--- src/rtl/cnv_stat_pkg.sv ---
package cnv_stat_pkg;
  localparam int CH_NUM  = 4;
  localparam int ERR_NUM = 6;
  localparam int CH_W    = $clog2(CH_NUM);

  // Strobes passed from the control module to the datapath
  typedef struct packed {
    logic               clrAll;    // sleep / shutdown / software reset
    logic               clrRead;   // status register read
    logic               drdySet;   // data-ready event in the current mode
    logic               chanLoad;  // capture error channel
    logic [CH_NUM-1:0]  unrdSet;
    logic [CH_NUM-1:0]  unrdClr;
  } strb_t;
endpackage

--- src/rtl/cnv_stat_ctl.sv ---
module cnv_stat_ctl
  import cnv_stat_pkg::*;
(
  input  logic [CH_NUM-1:0]  convDone,
  input  logic [ERR_NUM-1:0] errEvt,
  input  logic               cfgAutoscan,
  input  logic [1:0]         cfgSeqLen,
  input  logic               cfgDrdyEn,
  input  logic               rdStatus,
  input  logic [CH_NUM-1:0]  rdData,
  input  logic               sleepEnter,
  input  logic               shutdown,
  input  logic               swReset,
  input  logic               errEmpty,
  output strb_t              strb
);
  logic [CH_W-1:0] lastCh;
  logic            drdyEvt;

  // scan of length code n ends on channel n+1, capped at the top channel
  always_comb begin
    if (cfgSeqLen >= 2'd2) lastCh = CH_W'(CH_NUM - 1);
    else                   lastCh = CH_W'(cfgSeqLen) + CH_W'(1);
  end

  assign drdyEvt = cfgAutoscan ? convDone[lastCh] : (|convDone);

  always_comb begin
    strb.clrAll   = sleepEnter | shutdown | swReset;
    strb.clrRead  = rdStatus;
    strb.drdySet  = drdyEvt & cfgDrdyEn;
    strb.chanLoad = (|errEvt) & (errEmpty | rdStatus);
    strb.unrdSet  = convDone;
    strb.unrdClr  = rdData | {CH_NUM{rdStatus}};
  end
endmodule

--- src/rtl/cnv_stat_dp.sv ---
module cnv_stat_dp
  import cnv_stat_pkg::*;
(
  input  logic               clk,
  input  logic               rstN,
  input  strb_t              strb,
  input  logic [ERR_NUM-1:0] errEvt,
  input  logic [CH_W-1:0]    errChan,
  input  logic [ERR_NUM-1:0] cfgErrMask,
  input  logic               cfgDrdyEn,
  input  logic               cfgIntDis,
  output logic [ERR_NUM-1:0] statErr,
  output logic [CH_W-1:0]    statErrChan,
  output logic               statDrdy,
  output logic [CH_NUM-1:0]  unread,
  output logic               intN,
  output logic               errEmpty
);
  logic [ERR_NUM-1:0] errNext;
  logic [CH_W-1:0]    chanNext;
  logic               drdyNext;
  logic [CH_NUM-1:0]  unrdNext;
  logic               pendAny;

  assign errEmpty = (statErr == '0);

  always_comb begin
    if (strb.clrAll) begin
      errNext  = '0;
      chanNext = '0;
      drdyNext = 1'b0;
    end else begin
      errNext  = (strb.clrRead ? '0 : statErr) | errEvt;
      chanNext = strb.chanLoad ? errChan : (strb.clrRead ? '0 : statErrChan);
      drdyNext = (statDrdy & ~strb.clrRead) | strb.drdySet;
    end
  end

  for (genvar c = 0; c < CH_NUM; c++) begin : g_unrd
    always_comb begin
      if (strb.clrAll)           unrdNext[c] = 1'b0;
      else if (strb.unrdSet[c])  unrdNext[c] = 1'b1;
      else if (strb.unrdClr[c])  unrdNext[c] = 1'b0;
      else                       unrdNext[c] = unread[c];
    end
  end

  assign pendAny = (|(errNext & cfgErrMask)) | (drdyNext & cfgDrdyEn);

  always_ff @(posedge clk or negedge rstN) begin
    if (!rstN) begin
      statErr     <= '0;
      statErrChan <= '0;
      statDrdy    <= 1'b0;
      unread      <= '0;
      intN        <= 1'b1;
    end else begin
      statErr     <= errNext;
      statErrChan <= chanNext;
      statDrdy    <= drdyNext;
      unread      <= unrdNext;
      intN        <= ~(pendAny & ~cfgIntDis & ~strb.clrAll);
    end
  end
endmodule

--- src/rtl/cnv_stat_top.sv ---
module cnv_stat_top
  import cnv_stat_pkg::*;
(
  input  logic               clk,
  input  logic               rstN,
  input  logic [CH_NUM-1:0]  convDone,
  input  logic [ERR_NUM-1:0] errEvt,
  input  logic [CH_W-1:0]    errChan,
  input  logic               cfgAutoscan,
  input  logic [1:0]         cfgSeqLen,
  input  logic [ERR_NUM-1:0] cfgErrMask,
  input  logic               cfgDrdyEn,
  input  logic               cfgIntDis,
  input  logic               rdStatus,
  input  logic [CH_NUM-1:0]  rdData,
  input  logic               sleepEnter,
  input  logic               shutdown,
  input  logic               swReset,
  output logic [ERR_NUM-1:0] statErr,
  output logic [CH_W-1:0]    statErrChan,
  output logic               statDrdy,
  output logic [CH_NUM-1:0]  unread,
  output logic               intN
);
  strb_t strb;
  logic  errEmpty;

  cnv_stat_ctl u_ctl (
    .convDone, .errEvt, .cfgAutoscan, .cfgSeqLen, .cfgDrdyEn,
    .rdStatus, .rdData, .sleepEnter, .shutdown, .swReset,
    .errEmpty, .strb
  );

  cnv_stat_dp u_dp (
    .clk, .rstN, .strb, .errEvt, .errChan, .cfgErrMask, .cfgDrdyEn,
    .cfgIntDis, .statErr, .statErrChan, .statDrdy, .unread, .intN,
    .errEmpty
  );
endmodule

--- config.mk ---
export PLATFORM = sky130hd
export DESIGN_NAME = cnv_stat_top
export DESIGN_NICKNAME = d
export VERILOG_FILES = /design/src/rtl/cnv_stat_pkg.sv /design/src/rtl/cnv_stat_ctl.sv /design/src/rtl/cnv_stat_dp.sv /design/src/rtl/cnv_stat_top.sv
export SDC_FILE = /design/constraint.sdc
export NUM_CORES = 1
export LEC_CHECK = 0
export CORE_MARGIN = 2
export CORE_UTILIZATION = 45
export CTS_CLUSTER_DIAMETER = 50
export DETAILED_ROUTE_END_ITERATION = 16
export DONT_BUFFER_PORTS = 1
export PLACE_DENSITY_LB_ADDON = 0.1
export SETUP_SLACK_MARGIN = 0.5
export SYNTH_ARGS = -nofsm -noshare
export SYNTH_HDL_FRONTEND = slang
export SYNTH_SLANG_ARGS = --single-unit
--- constraint.sdc ---
create_clock -name clk -period 1.38 [get_ports clk]
set_clock_uncertainty 0.2 [all_clocks]
set_input_delay 0.276 -clock clk [delete_from_list [all_inputs] [get_ports clk]]
set_output_delay 0.276 -clock clk [all_outputs]
set_load 0.01 [all_outputs]
==> metrics, run 1 <==
Crit Reg-Reg Endpoint=u_dp.intN$_DFF_PN1_; prevailing post-synth register cell=dfrtp_1; worst-skew pair later-pin latency=around 0.28 ns; max incr delay on CP=~0.42 ns; Fmax=approximately 0.62 GHz; initial core utilization=47.6%; Core Area=between 0.001 and 0.0015 mm2; WL final=2.03 mm; status=finished, violations left; vias in the first global route=between 600 and 700; Cell Chain, Critical Path=nand2b_1, a21oi_4, a22o_4, a2111oi_4, a311o_1; antenna cells=0; via count=645; Slew @ Worst Pin=between 0.6 and 0.7 ns; Max-slew headroom=56.6%; layout cells sized above 1=51.6%; Avg WL per Cell=18.6 um; Cell Pwr Density=771 mW/mm2; Adder-Cell Fraction of Synth Area=0%; Yosys warning total=0; complex-gate fraction of the synthesized area=between 20% and 30%; Post-Place Setup Slack=-0.244 ns; reg-to-reg slack, setup=-0.23 ns; violated checks=negative hold slack, negative setup slack; post-synthesis cell type count=27; clock buffer depth=2; # rows=14; Initial DRC Count=8; max_cap viols=0; setup violators final=8; Post-synth EDFFs=0; TritonCTS clock tree=yes; fin crit share=117%; # IOs=47; Worst setup EP type=flop; mux contribution to synthesized area=1.41%; syn_area_per_cell=9.84 um2; most frequent cell after synthesis=nor2_1; final instance area=roughly 0.0011 mm2; reg2reg start=u_dp.statErr[3]$_DFF_PN0_; Synth top cells by count=15 x nor2_1, 13 x a21oi_1, 13 x dfrtp_1; Worst VDD drop=~0.00085 V; Max Fanout on Critical Path=3; Post-Syn Instances=72; Placed Cells=96; Final WS setup=-0.228 ns; NumNets Final=127; Synth top area share=between 40% and 50%; detailed placement HPWL=about 1.3 mm; Synth Area in Simple Gates=22.8%; gpl congestion=just over 0.7; # hold bufs at CTS=1; Worst setup SP type=flop; minimum clock period=1.61 ns; top cells by area, synth=dfrtp_1 46%, a21oi_1 9.2%, nor2_1 8.0%; sequential fraction of the synthesis area=49.6%; Root Buffer=clkbuf_4; CP required=1.40 ns; I/O Buffers=0; FF+latch count, synth=14; Hold Worst Slack=-0.128 ns; Initial DRT Pass Iterations=4; Synthesized Nets=between 100 and 150; Final ANT Viol Nets=0; Horiz. Die Dim=between 40 and 50 um; largest area contributor in the netlist=dfrtp_1; XOR/XNOR Fraction of Synth Area=0%; largest family of logic cells by synthesized area=simple AND/OR/NAND/NOR gates; initial antenna violation count=0; first-pass GRT wire length=~3.3 mm; largest net degree at the start of global routing=15; H-tree levels=1; drt drc=0; critical path capture point=u_dp.intN$_DFF_PN1_; Tot Pwr=roughly 800 uW; Worst Setup SP=u_dp.statErr[3]$_DFF_PN0_; HP Class=in -> async; P&R area growth vs syn=49.6%; Slew Limit Fails=0; dpl cell area=~800 um2; Clock transition at path regs=0.09 ns; total clock sinks=14; asr flop ratio synth=100%; Die ar.=between 0.0015 and 0.002 mm2; slowest CP cell=dfrtp_1; R2R cell count=5; Hold Vio Cnt, Final=26; crit path kind=reg -> reg; critical path data arrival time=around 1.6 ns; Mapped Area=708 um2; die height=~44 um; Leak=~0.46 nW; Total Routing Usage GR=23.9%; global route overflow=0; vias per inst=5.92; Non-Filler Instances=around 110; CTS buffer count=3; RSZ-0062 raised after global routing=yes
## power breakdown
group | internal (mW) | switching, mW
clock network | 0.112 | 0.134
registers | 0.421 | 0.0116
logic | 0.0705 | 0.0678
total | 0.604 | 0.214
## placed cells by master, fill, tap and decap left out, types with 2 or more instances in the layout
| cell | netlist | layout |
|---|---|---|
| inv_1 | 2 | 2 |
| nor2_1 | 15 | 12 |
| buf_6 | 1 | 15 |
| nand2b_1 | 2 | 2 |
| nor4_2 | 0 | 2 |
| clkbuf_4 | 0 | 3 |
| a21oi_2 | 1 | 9 |
| nor2_4 | 1 | 3 |
| dfrtp_1 | 13 | 13 |
| or3b_1 | 2 | 2 |
| nand2_1 | 4 | 4 |
| a21oi_4 | 1 | 4 |
| or3_4 | 1 | 2 |
| a21oi_1 | 13 | 2 |
| nor2_2 | 1 | 2 |
| buf_4 | 1 | 3 |
## critical path, delay by kind of cell (launching register included)
family,cells,cell delay [ns]
simple gates,1,0.15
compound gates,4,0.77
flops,1,0.42
## what timing repair did
item,4_1_cts,5_1_grt
setup endpoints to repair,28,42
gates cloned,1,0
pin swaps,8,7
setup buffers,4,3
resized for setup,19,18
hold endpoints to repair,26,26
## area by class of cell
cell class	count	area, um2
Inverter	3	11.3
Multi-Input combinational cell	53	447
Sequential cell	14	352
Tap cell	16	20.0
Fill cell	122	429
Clock buffer	4	26.3
Timing Repair Buffer	19	204
## metrics by stage
stage,setup TNS [ns],utilization [%]
global placement,-0.546,54.0
floorplan,-0.312,-
global route,-1.36,71.2
finish,-0.992,71.2
CTS,-0.573,65.0
detailed placement,-0.577,54.0
## logic make-up (layout without fill, tap and decap cells)
kind of cell           count (synthesis)  count (layout)
AO/OA/AOI/OAI                         20              20
buffers and inverters                  6              26
flip-flops                            14              14
multiplexers                           1               1
AND/OR/NAND/NOR                       31              32
## layer usage
layer	vias up	global-route usage [%]	wire [um]
met5	-	0	0
met4	0	3.64	14
met3	2	7.50	152
met2	35	40.3	1020
met1	317	30.7	843
li1	291	-	-
## registers in the layout, indices dropped and copies added (netlist names)
name / count
u_dp.unread: 4
u_dp.statErrChan: 2
u_dp.statErr: 6
u_dp.intN: 1
u_dp.statDrdy: 1
## worst min-delay path by stage
stage                                       endpoint  slack, ns  depth (start not counted)       from
after floorplan              u_dp.statDrdy$_DFF_PN0_      -0.22                          0       rstN
after global placement    u_dp.unread[0]$_DFFE_PN0P_      -0.22                          0       rstN
after detailed placement  u_dp.unread[0]$_DFFE_PN0P_      -0.22                          0       rstN
after CTS                        u_dp.intN$_DFF_PN1_      -0.09                          1  cfgIntDis
after global routing             u_dp.intN$_DFF_PN1_      -0.09                          1  cfgIntDis
final                     u_dp.unread[0]$_DFFE_PN0P_      -0.13                          1       rstN
Note: power is estimated with default switching activity, not from simulation.
==> inputs of run 2 (changes only) <==
CTS_CLUSTER_DIAMETER = unset   (was 50)
SLEW_MARGIN = 10   (was unset)
==> results of run 2 <==
No change in the layout: final DEF, timing and power equal those of run 1.
==> inputs of run 3 (changes only) <==
CORE_ASPECT_RATIO = 1.75   (was unset)
CORE_UTILIZATION = 32   (was 45)
DONT_BUFFER_PORTS = unset   (was 1)
SYNTH_HIERARCHICAL = 1   (was unset)
==> run 3 against run 2 <==
  * The flow finishes with violations (negative setup slack)
  * Global-route usage fell by 2.3 points
  * Maximum frequency fell by 13%
  * Final cell count up 67%
  * Worst setup slack worse by 0.25 ns
  * Critical endpoint is now u_dp/statErrChan[1]$_DFFE_PN0P_
  * Worst hold slack improved by 0.22 ns
  * Largest cell class is now non-clock buffers
  * Via count is 37% higher
  * Combinational power is 130% higher
  * Critical path depth rose by 1
  * Design area increased by 58%
  * Clock power grew 66%
  * Synthesized cell count rose by 15%
==> metrics, run 3 <==
initial core utilization=33.2% (-14 points); status=finished, violations left; CP required=1.32 ns (-0.08 ns); Clock transition at path regs=0.06 ns (-0.03 ns); Max-slew headroom=74.2% (+18 points); P&R area growth vs syn=126%; largest net degree at the start of global routing=15 (unchanged); die height=67.8 um (+55%); slowest CP cell=or4_4; initial antenna violation count=0 (unchanged); Worst setup SP type=flop; Leak=0.821 nW (+80%); layout cells sized above 1=61.8% (+10 points); Cell Chain, Critical Path=or4_4, nor3_2, o32a_1, nor2_2, a22oi_1, nor2_1; most frequent cells in the layout=20 x buf_6, 17 x buf_4, 14 x clkdlybuf4s50_1; Post-synth EDFFs=0 (unchanged); Final ANT Viol Nets=0 (unchanged); syn_area_per_cell=8.97 um2 (-8.8%); first-pass GRT wire length=4.00 mm (+22%); H-tree levels=1 (unchanged); Synth top area share=43.7% (-2.2 points); Synthesized Nets=116 (+10%); Final WS setup=-0.474 ns (-0.246 ns); Worst setup EP type=flop; Initial DRT Pass Iterations=4 (unchanged); minimum clock period=1.85 ns (+0.246 ns); Synth top cells by count=17 x nor2_1, 13 x dfrtp_1, 10 x a21oi_1; Largest Register=u_dp/statErr; most common cell after layout, fill and taps aside=buf_6; Hold Vio Cnt, Final=0 (-100%); # rows=23 (+9); Die ar.=0.00274 mm2 (+44%); crit path kind=reg -> reg; max_cap viols=0 (unchanged); Initial DRC Count=10 (+2); Fmax=0.539 GHz (-13%); Horiz. Die Dim=40.5 um (-7.4%); Max Fanout on Critical Path=3 (unchanged); critical path data arrival time=1.79 ns (+0.16 ns); sequential fraction of the synthesis area=47.2% (-2.4 points); HP Class=in -> reg; detailed placement HPWL=1.89 mm (+45%); gpl congestion=0.683 (-5.0%); Slew @ Worst Pin=0.387 ns (-0.265 ns); setup violators final=5 (-3); Avg WL per Cell=15.8 um (-15%); violated checks=negative setup slack; most frequent cell after synthesis=nor2_1; fin crit share=134% (+18 points); FF+latch count, synth=14 (unchanged); Mapped Area=744 um2 (+5.1%); Worst VDD drop=0.000707 V (-16%); CTS buffer count=3 (unchanged); dpl cell area=0.00134 mm2 (+67%); vias per inst=4.87 (-18%); I/O Buffers=46 (+46); delay-heaviest family, CP=simple AND/OR/NAND/NOR gates; Post-Syn Instances=83 (+15%); WL final=2.88 mm (+42%); Yosys warning total=6 (+6); WP buf/inv=0 (unchanged); final instance area=0.00168 mm2 (+58%); max incr delay on CP=0.56 ns (+0.14 ns); largest area contributor in the netlist=dfrtp_1; TritonCTS clock tree=yes; vias in the first global route=913 (+31%); asr flop ratio synth=100% (unchanged); via count=886 (+37%); Cell Pwr Density=687 mW/mm2 (-11%); Root Buffer=clkbuf_8; clock buffer depth=2 (unchanged); antenna cells=0 (unchanged); Largest register FFs=6 (unchanged); final core utilization=74.8% (+3.6 points); global route overflow=0 (unchanged); prevailing post-synth register cell=dfrtp_1; biggest regs=u_dp/statErr: 6 flops, u_dp/unread: 4 flops, u_dp/statErrChan: 2 flops; Slew Limit Fails=0 (unchanged); RSZ-0062 raised after global routing=yes; # IOs=47 (unchanged); post-synthesis cell type count=24 (-11%); Core Area=0.00224 mm2 (+51%); top cells by area, synth=dfrtp_1 44%, nor2_1 8.6%, a21oi_1 6.7%; total clock sinks=14 (unchanged); drt drc=0 (unchanged); NumNets Final=191 (+50%); worst-skew pair later-pin latency=0.25 ns (-0.03 ns); Total Routing Usage GR=21.6% (-2.3 points)
-- run 3: cell types whose count changed after synthesis, moves of 2 or more --
| cell | previous run | this run |
|---|---|---|
| inv_1 | 2 | 8 |
| buf_4 | 1 | 5 |
| nand2_1 | 4 | 0 |
| or2_2 | 0 | 4 |
| a21oi_1 | 13 | 10 |
| or4_1 | 0 | 3 |
| nor2_1 | 15 | 17 |
| nor4_1 | 2 | 0 |
| o21ai_1 | 0 | 2 |
| o32ai_1 | 0 | 2 |
| or3b_1 | 2 | 0 |
-- run 3: report_power, final --
part | internal [mW] | switching, mW
clock network | 0.253 | 0.156
logic | 0.184 | 0.132
registers | 0.421 | 0.00703
total | 0.858 | 0.295
-- run 3: path summary, 6_finish.rpt --
| kind | startpoint | to | slack, ns | cells past startpoint |
|---|---|---|---|---|
| worst max-delay path | u_dp/statErr[2]$_DFF_PN0_ | u_dp/statErrChan[1]$_DFFE_PN0P_ | -0.47 | 6 |
| worst min-delay path | convDone[0] | u_dp/unread[0]$_DFFE_PN0P_ | 0.09 | 3 |
| worst max register to register | u_dp/statErr[2]$_DFF_PN0_ | u_dp/statErrChan[1]$_DFFE_PN0P_ | -0.47 | 6 |
| worst min register to register | u_dp/statErrChan[0]$_DFFE_PN0P_ | u_dp/statErrChan[0]$_DFFE_PN0P_ | 0.32 | 2 |
| max in group asynchronous | rstN | u_dp/intN$_DFF_PN1_ | 0.59 | 2 |
| min in group asynchronous | rstN | u_dp/statErr[4]$_DFF_PN0_ | 0.15 | 2 |
-- run 3: layer usage --
| metal | share of wire [%] | track usage [%] | vias to the layer above |
|---|---|---|---|
| met5 | 0 | 0 | - |
| met4 | 2.2 | 9.58 | 0 |
| met3 | 5.7 | 3.29 | 7 |
| met2 | 59 | 41.3 | 34 |
| met1 | 33 | 20.3 | 420 |
| li1 | - | - | 425 |
-- run 3: kinds of logic after synthesis --
group | count (synthesis) | synth area share [%]
and+or+nand+nor | 32 | 22.2
AOI/OAI and AO/OA | 20 | 17.3
buffers and inverters | 15 | 10.4
DFF | 14 | 47.2
muxes | 2 | 2.86
-- run 3: worst reg2reg max path: cells and delay by family, from the launching register on --
kind | cells | cell delay (ns)
flip-flops | 1 | 0.38
AO/OA/AOI/OAI | 2 | 0.36
AND/OR/NAND/NOR | 4 | 0.81
-- run 3: layout make-up --
type,count,area (um2)
Clock buffer,4,55.1
Timing Repair Buffer,76,687
Fill cell,155,566
Sequential cell,14,352
Tap cell,25,31.3
Multi-Input combinational cell,55,524
Inverter,8,30.0
-- run 3: repair_timing --
action                     CTS  global route
cloned                       1             0
buffers inserted             5             5
pin swaps                   19            12
gates resized for setup    142            30
setup endpoints to repair   28            28
hold buffers                 0             0
-- run 3: stage by stage --
step,instances,setup slack [ns],TNS (ns),hold WS (ns),total power [mW]
floorplan,83,-0.405,-1.15,-0.220,0.514
global placement,167,-0.754,-6.08,0.309,0.674
detailed placement,167,-0.787,-6.34,0.314,0.678
CTS,177,-0.494,-1.32,0.155,1.12
global route,182,-0.531,-1.65,0.107,1.19
finish,182,-0.474,-1.43,0.0932,1.15
